File: config.mk
export PLATFORM = sky130hd
export DESIGN_NAME = i2c_mtx_engine
export DESIGN_NICKNAME = d
export VERILOG_FILES = /design/src/rtl/i2c_mtx_engine.sv
export SDC_FILE = /design/constraint.sdc
export NUM_CORES = 1
export LEC_CHECK = 0
export BUFFER_PORTS_ARGS = -buffer_cell sky130_fd_sc_hd__buf_2
export CORE_ASPECT_RATIO = 0.75
export CORE_MARGIN = 5
export CORE_UTILIZATION = 31
export CTS_CLUSTER_SIZE = 40
export DETAILED_ROUTE_END_ITERATION = 10
export GPL_TIMING_DRIVEN = 1
export PLACE_DENSITY = 0.51
export REMOVE_ABC_BUFFERS = 1
export SYNTH_ARGS = -nofsm -noshare
export SYNTH_HDL_FRONTEND = slang
export SYNTH_SLANG_ARGS = --single-unit
export TNS_END_PERCENT = 50
File: constraint.sdc
create_clock -name clk -period 3 [get_ports clk]
set_input_delay 0.9 -clock clk [delete_from_list [all_inputs] [get_ports clk]]
set_output_delay 0.9 -clock clk [all_outputs]
set_load 0.03 [all_outputs]
File: src/rtl/i2c_mtx_engine.sv
module i2c_mtx_engine #(
  parameter int DIV = 4
) (
  input  logic       clk,
  input  logic       rst_n,
  input  logic       ctl_wr,
  input  logic       ctl_en,
  input  logic       ctl_sta,
  input  logic       ctl_sto,
  input  logic       ctl_flag,
  input  logic       dat_wr,
  input  logic [7:0] dat_in,
  output logic       irq_flag,
  output logic [7:0] status,
  output logic       sto_bit,
  input  logic       scl_in,
  input  logic       sda_in,
  output logic       scl_pull,
  output logic       sda_pull
);

  localparam int CW = (DIV > 1) ? $clog2(DIV) : 1;
  localparam logic [7:0] ST_IDLE = 8'hF8;
  localparam logic [7:0] ST_LOST = 8'h38;

  typedef enum logic [2:0] {S_IDLE, S_WAIT, S_START, S_BYTE, S_HOLD, S_STOP, S_LOST} st_t;

  st_t           st;
  logic [CW-1:0] cnt;
  logic [1:0]    ph;
  logic [3:0]    bitn;
  logic [7:0]    sh, dreg;
  logic          en_q, sta_q, addr_ph, rep, nack;
  logic          s_scl, s_sda, p_scl, p_sda, busy;

  wire tick    = (cnt == CW'(DIV - 1));
  wire run     = (st == S_START) || (st == S_BYTE) || (st == S_STOP);
  wire freebus = !busy && s_scl && s_sda;

  always_ff @(posedge clk or negedge rst_n) begin
    if (!rst_n) begin
      {s_scl, s_sda, p_scl, p_sda} <= 4'hF;
      busy <= 1'b0;
    end else begin
      s_scl <= scl_in;
      s_sda <= sda_in;
      p_scl <= s_scl;
      p_sda <= s_sda;
      if (p_scl && s_scl && p_sda && !s_sda)      busy <= 1'b1;
      else if (p_scl && s_scl && !p_sda && s_sda) busy <= 1'b0;
    end
  end

  always_ff @(posedge clk or negedge rst_n) begin
    if (!rst_n) begin
      st <= S_IDLE;  cnt <= '0;  ph <= '0;  bitn <= '0;
      sh <= '0;  dreg <= '0;  en_q <= 1'b0;  sta_q <= 1'b0;  sto_bit <= 1'b0;
      addr_ph <= 1'b0;  rep <= 1'b0;  nack <= 1'b0;
      irq_flag <= 1'b0;  status <= ST_IDLE;  scl_pull <= 1'b0;  sda_pull <= 1'b0;
    end else begin
      if (dat_wr) dreg <= dat_in;
      if (ctl_wr && !ctl_flag) begin
        irq_flag <= 1'b0;
        status   <= ST_IDLE;
      end
      cnt <= (run && !tick) ? cnt + 1'b1 : '0;
      if (!run)      ph <= '0;
      else if (tick) ph <= ph + 2'd1;

      if (!en_q) begin
        st <= S_IDLE;  scl_pull <= 1'b0;  sda_pull <= 1'b0;
        irq_flag <= 1'b0;  status <= ST_IDLE;
      end else begin
        case (st)
          S_IDLE: if (sta_q) st <= S_WAIT;
          S_WAIT: if (freebus) begin
            st  <= S_START;
            rep <= 1'b0;
          end
          S_START: if (tick) begin
            case (ph)
              2'd0: scl_pull <= 1'b0;
              2'd1: sda_pull <= 1'b1;
              2'd3: begin
                scl_pull <= 1'b1;
                st       <= S_HOLD;
                irq_flag <= 1'b1;
                status   <= rep ? 8'h10 : 8'h08;
                addr_ph  <= 1'b1;
              end
              default: ;
            endcase
          end
          S_HOLD: if (!irq_flag) begin
            if (sto_bit) begin
              st       <= S_STOP;
              sda_pull <= 1'b1;
            end else if (sta_q) begin
              st       <= S_START;
              rep      <= 1'b1;
              sda_pull <= 1'b0;
            end else begin
              st   <= S_BYTE;
              sh   <= dreg;
              bitn <= '0;
            end
          end
          S_BYTE: if (tick) begin
            case (ph)
              2'd0: sda_pull <= bitn[3] ? 1'b0 : !sh[7];
              2'd1: scl_pull <= 1'b0;
              2'd2: begin
                if (!bitn[3] && !sda_pull && !s_sda) begin
                  st       <= S_LOST;
                  irq_flag <= 1'b1;
                  status   <= ST_LOST;
                end
                nack <= s_sda;
              end
              default: begin
                scl_pull <= 1'b1;
                if (bitn[3]) begin
                  st       <= S_HOLD;
                  irq_flag <= 1'b1;
                  addr_ph  <= 1'b0;
                  status   <= addr_ph ? (nack ? 8'h20 : 8'h18) : (nack ? 8'h30 : 8'h28);
                end else begin
                  bitn <= bitn + 4'd1;
                  sh   <= {sh[6:0], 1'b0};
                end
              end
            endcase
          end
          S_STOP: if (tick) begin
            if (ph == 2'd1) scl_pull <= 1'b0;
            if (ph == 2'd3) begin
              sda_pull <= 1'b0;
              sto_bit  <= 1'b0;
              st       <= S_IDLE;
            end
          end
          S_LOST: if (!irq_flag) st <= S_IDLE;
          default: st <= S_IDLE;
        endcase
      end

      if (ctl_wr) begin
        en_q    <= ctl_en;
        sta_q   <= ctl_sta;
        sto_bit <= ctl_sto;
      end
    end
  end

  a_r2_quiet_while_waiting: assert property (@(posedge clk) disable iff (!rst_n)
    (st == S_WAIT) |-> (!scl_pull && !sda_pull));

  a_r3_sda_stable_scl_high: assert property (@(posedge clk) disable iff (!rst_n)
    (st == S_BYTE && $past(st) == S_BYTE && !scl_pull && !$past(scl_pull)) |-> $stable(sda_pull));

  a_r5_hold_keeps_scl_low: assert property (@(posedge clk) disable iff (!rst_n)
    (irq_flag && status != ST_LOST) |-> scl_pull);

  a_r7_stop_leaves_bus_free: assert property (@(posedge clk) disable iff (!rst_n)
    ($fell(sto_bit) && !$past(ctl_wr)) |-> (!scl_pull && !sda_pull && !irq_flag));

  a_r9_lost_releases_lines: assert property (@(posedge clk) disable iff (!rst_n)
    (irq_flag && status == ST_LOST) |-> (!scl_pull && !sda_pull));

  a_r10_clear_flag_idle_code: assert property (@(posedge clk) disable iff (!rst_n)
    !irq_flag |-> (status == ST_IDLE));

endmodule

---- After elaboration in Yosys (flattened, before gate mapping) ----
Cells that the tools add are included.
Widths: inputs -> output; s select.
operators by class
  add/sub/neg operators ................... 3
  eq/ne operators ......................... 42
  multiplexer cells ....................... 91
  reductions and logical operators ........ 43
operators by type and width
  cell                number
  $mux 8              13
  $pmux 8 s2          3
  $mux 3              13
  $mux 1              38
  $ne 3x3->1 const B  9
  $mux 4              6
  $ne 2x2->1 const B  11
  $pmux 3 s7          1
  $reduce_and 7->1    3
  $reduce_bool 2->1   8
  $ne 3x2->1 const B  5
  $mux 6              2
  $pmux 1 s2          6
  $reduce_and 12->1   1
  $logic_and 1x1->1   11
  $mux 5              2
  $eq 3x3->1 const B  3
  $reduce_and 9->1    1
  $logic_not 1->1     8
  $ne 4x4->1 const B  2
  $pmux 4 s2          1
  $reduce_and 4->1    2
  $reduce_and 8->1    1
  $eq 2x2->1 const B  3
  20 further kinds    26
word-level totals
  register bits ........................... 49
  bits of input ports ..................... 18
  output and inout bits ................... 12
  word-level logic and storage cells ...... 201

---- Logic depth before layout (Yosys ltp) ----
  depth after elaboration ................. 8
  mapped depth ............................ 8
  depth with buffers taken out ............ 7

---- Least setup slack after synthesis ----
OpenSTA, ideal clock, no wires.
  kind .................................... input to register
  from .................................... input dat_wr
  to ...................................... register dreg[0]
  setup time .............................. 125 ps
  data arrival time ....................... 1523 ps
  data required time ...................... 2875 ps
  slack ................................... 1352 ps
  cell stages on the path ................. 2
  path buffers ............................ 1
  cell sequence ........................... clkbuf_1 > mux2_2
RTL lines
  item                  line  source
  start, declared       11    input logic dat_wr,
  end signal, assigned  61    if (dat_wr) dreg <= dat_in;
  end, declared         32    logic [7:0] sh, dreg;
No word-level cell between the ends.

---- Final worst setup path ----
  from .................................... register st[0]
  to ...................................... register sh[4]
between the ends
  longest elaborated chain between the ends .. 3
  elaborated cells between the ends (all ways) .. 11
  those cells by class .................... eq/ne: 8; mux: 1; reduce/logical: 2
ends and longest elaborated chain
  item                                                              line  source
  start, declared                                                   28    st_t st;
  start signal, assigned                                            56    st <= S_IDLE; cnt <= '0; ph <= '0; bitn <= '0;
  start signal, assigned                                            71    st <= S_IDLE; scl_pull <= 1'b0; sda_pull <= 1'b0;
  start signal, assigned                                            75    S_IDLE: if (sta_q) st <= S_WAIT;
  $eq 3x2->1 or $eq 3x3->1 (tied branches)                          74    case (st)
  $ne 2x2->1 (no source line) or $reduce_bool 2->1 (tied branches)  --
  $reduce_and 8->1 (no source line)                                 --
  end signal, assigned                                              104   sh <= dreg;
  end signal, assigned                                              129   sh <= {sh[6:0], 1'b0};
  end, declared                                                     32
Parallel ways exist; a longest one is shown, timed or not.
A chain may end at the register's enable or synchronous reset.

==> flow_metrics.py <==
metrics = {
    "run_status": {
        "status": "finished, final reports clean",
    },
    "setup_path": {
        "end_kind": "flop",
        "crit_path_max_fanout": 24,
        "crit_required_ns": 3.18,
        "cp-startpoint": "st[0]",
        "slowest_stage": "dfrtp_1",
        "slowest_delay_ns": 0.78,
        "critPathTopFamily": "simple AND/OR/NAND/NOR gates",
        "cp_num_buf_inv": 0,
        "startpoint_type": "flop",
        "crit_arrival_ns": 2.63,
        "rr_startpoint": "st[0]",
        "critical_path.cell_chain": "and3b_1 > o21ai_0 > nand3_4 > mux2_2",
        "critical_path_class": "flop to flop",
    },
    "global_routing": {
        "gr-total-overflow": 0,
        "grt_pass1_wl_microns": 10000,
        "grt_pass1_vias": 1952,
        "grt_usage": 0.122,
        "antenna_found_initial": 0,
        "grt_max_degree": 41,
    },
    "clock_network": {
        "cts_hold_buf": 0,
        "path_clk_slew_ns": 0.10,
        "ctsResizeCount": 0,
        "cts_tree": "yes",
        "clockRootBuffer": "clkbuf_8",
        "cts_setup_buffers": 0,
        "cts_inserted_buffers": 5,
        "worstSkewPairLatency_ns": 0.30,
        "clock_sinks": 49,
        "clockBufferDepth": 2,
        "cts_max_level": 2,
    },
    "route": {
        "routedWlPerCell_microns": 15.2,
        "drt_wl_total_microns": 5850,
        "dr_total_vias": 1974,
        "via_per_inst": 5.13,
        "drtIter0Drc": 103,
        "postRouteAntennaNets": 0,
        "first_pass_iters": 4,
        "drc": 0,
    },
    "sta": {
        "hold_viol": 0,
        "finalSetupViolations": 0,
        "finalCritPeriodShare": 0.817,
        "slew_headroom": 0.393,
        "grt_setup_unrepaired": "false",
        "fmax_mhz": 408,
        "fin_tns_setup_ns": 0,
        "worst_pin_slew_ns": 0.911,
        "holdWs_ns": 0.403,
        "drv_slew": 0,
        "period_needed_ns": 2.45,
        "fin_skew_ns": 0.00921,
    },
    "synth": {
        "syn_area_sq_um": 2580,
        "synth.distinct_cells": 53,
        "yosysTopAreaCell": "dfrtp_1",
        "ys_top_cells_by_count": "dfrtp_1 (40), nand2_1 (37), o21ai_0 (23), mux2_2 (18), nor2_1 (14)",
        "synthCells": 254,
        "synth_edf_count": 0,
        "synth_top_area_share": 0.388,
        "synth-seq-cells": 49,
        "ys_top_cells_by_area": "dfrtp_1 (39%), dfstp_2 (9.2%), mux2_2 (7.9%), nand2_1 (5.4%), o21ai_0 (4.5%)",
        "synth.yosys.seq_area_share": 0.480,
        "synth.most_common_cell": "dfrtp_1",
        "ys_warn_count": 0,
        "synth_flop_cell": "dfrtp_1",
        "async_flop_share": 1.00,
        "syn_avg_cell_area_sq_um": 10.1,
    },
    "placed_design": {
        "gp_congestion": 0.864,
        "port_buffers": 29,
        "dp_cells": 377,
        "placed_area_sq_um": 2780,
        "hpwl_microns": 4250,
    },
    "final_layout": {
        "regArea_sq_um": 1240,
        "diodes": 0,
        "final_nets": 304,
        "fill_cells": 835,
        "area_delta_synth_final_pct": 11.3,
        "fin_area_sq_um": 2870,
        "multi_input_area_sq_um": 1220,
        "finalNonFillerCells": 385,
        "drive_gt1_frac": 0.264,
    },
    "power": {
        "powerDensity_nw_per_um2": 499,
        "p_comb_frac": 0.177,
        "p_leak_nw": 1.24,
        "sequentialPowerShare": 0.553,
        "p_switching_mw": 0.444,
        "pwr-share-clk": 0.270,
        "netSwitchingFraction": 0.310,
        "internal_power_mw": 0.989,
        "worst_ir_drop_vdd_mv": 0.221,
    },
    "floorplanning": {
        "dieHeight_microns": 89.0,
        "dieArea_sq_um": 10300,
        "rows": 28,
        "initial_core_util": 0.323,
        "core_area_sq_um": 7990,
        "ios": 30,
        "die_x_microns": 115,
    },
    "run": {
        "drv_cap": 0,
    },
    "hold_path": {
        "hp-class": "flop to flop",
        "min_from": "s_scl",
    },
}
-- layout make-up --
class,count,share of cell area
sequential,49,0.432
multi-input combinational,183,0.425
timing repair buffer,31,0.0558
tap,105,0.0458
clock buffer,5,0.0240
inverter,9,0.0118
clock inverter,3,0.00611
-- layout by cell type, fill, tap and decap left out, types with 6 or more instances in the layout --
cell type and count:
a21oi_1 9, buf_2 29, dfrtp_1 40, dfstp_2 9, ha_1 7, inv_1 9, mux2_2 18, nand2_1 37
nand3_1 8, nor2_1 14, o21ai_0 23, o22ai_1 6
-- worst reg2reg max path: stages (launching register included) --
cell and delay (ns):
dfrtp_1 0.78, and3b_1 0.68, o21ai_0 0.30, nand3_4 0.23, mux2_2 0.36
-- through the flow --
stage,total power [mW],util,worst slack (ns)
2_1_floorplan,0.963,-,1.02
3_3_place_gp,1.05,0.348,0.616
3_5_place_dp,1.06,0.348,0.562
4_1_cts,1.45,0.359,0.555
5_1_grt,1.52,0.359,0.357
6_report,1.43,0.359,0.549
-- kinds of logic (layout without fill, tap and decap cells) --
family | after synthesis | after routing | share of synthesized area
AND/OR/NAND/NOR | 90 | 90 | 0.177
AO/OA/AOI/OAI | 65 | 65 | 0.172
flip-flops | 49 | 49 | 0.480
buffers and inverters | 22 | 48 | 0.0471
multiplexers | 20 | 20 | 0.0864
adder cells (fa/ha/maj) | 7 | 7 | 0.0340
XOR/XNOR | 1 | 1 | 0.00340
-- routing by layer --
layer,up-vias,part of all wire,track usage
met5,-,0,0
met4,0,0.0063,0.0192
met3,2,0.050,0.0325
met2,39,0.42,0.176
met1,975,0.53,0.185
li1,958,-,-
-- power by group through the flow --
stage / Clock (mW) / Combinational, mW / Sequential [mW]
2_1_floorplan: 0 / 0.178 / 0.784
3_3_place_gp: 0 / 0.252 / 0.800
3_5_place_dp: 0 / 0.255 / 0.803
4_1_cts: 0.404 / 0.255 / 0.791
5_1_grt: 0.433 / 0.286 / 0.803
6_report: 0.387 / 0.254 / 0.792
-- flip-flops by register name, summed over array words and instances (netlist names) --
signal	count
addr_ph	1
bitn	4
busy	1
cnt	2
dreg	8
en_q	1
irq_flag	1
nack	1
p_scl	1
p_sda	1
ph	2
rep	1
s_scl	1
s_sda	1
scl_pull	1
sda_pull	1
sh	8
st	3
sta_q	1
status	8
sto_bit	1
-- worst paths after layout --
| path | to | slack [ns] | cells after the start |
|---|---|---|---|
| worst max register to register | sh[4] | 0.55 | 4 |
| worst max-delay path | sh[4] | 0.55 | 4 |
| min in group asynchronous | dreg[6] | 0.72 | 1 |
| worst min register to register | p_scl | 0.40 | 0 |
| worst min-delay path | p_scl | 0.40 | 0 |
| max in group asynchronous | sh[0] | 1.63 | 2 |
No activity file was read; power rests on OpenSTA's default activity.
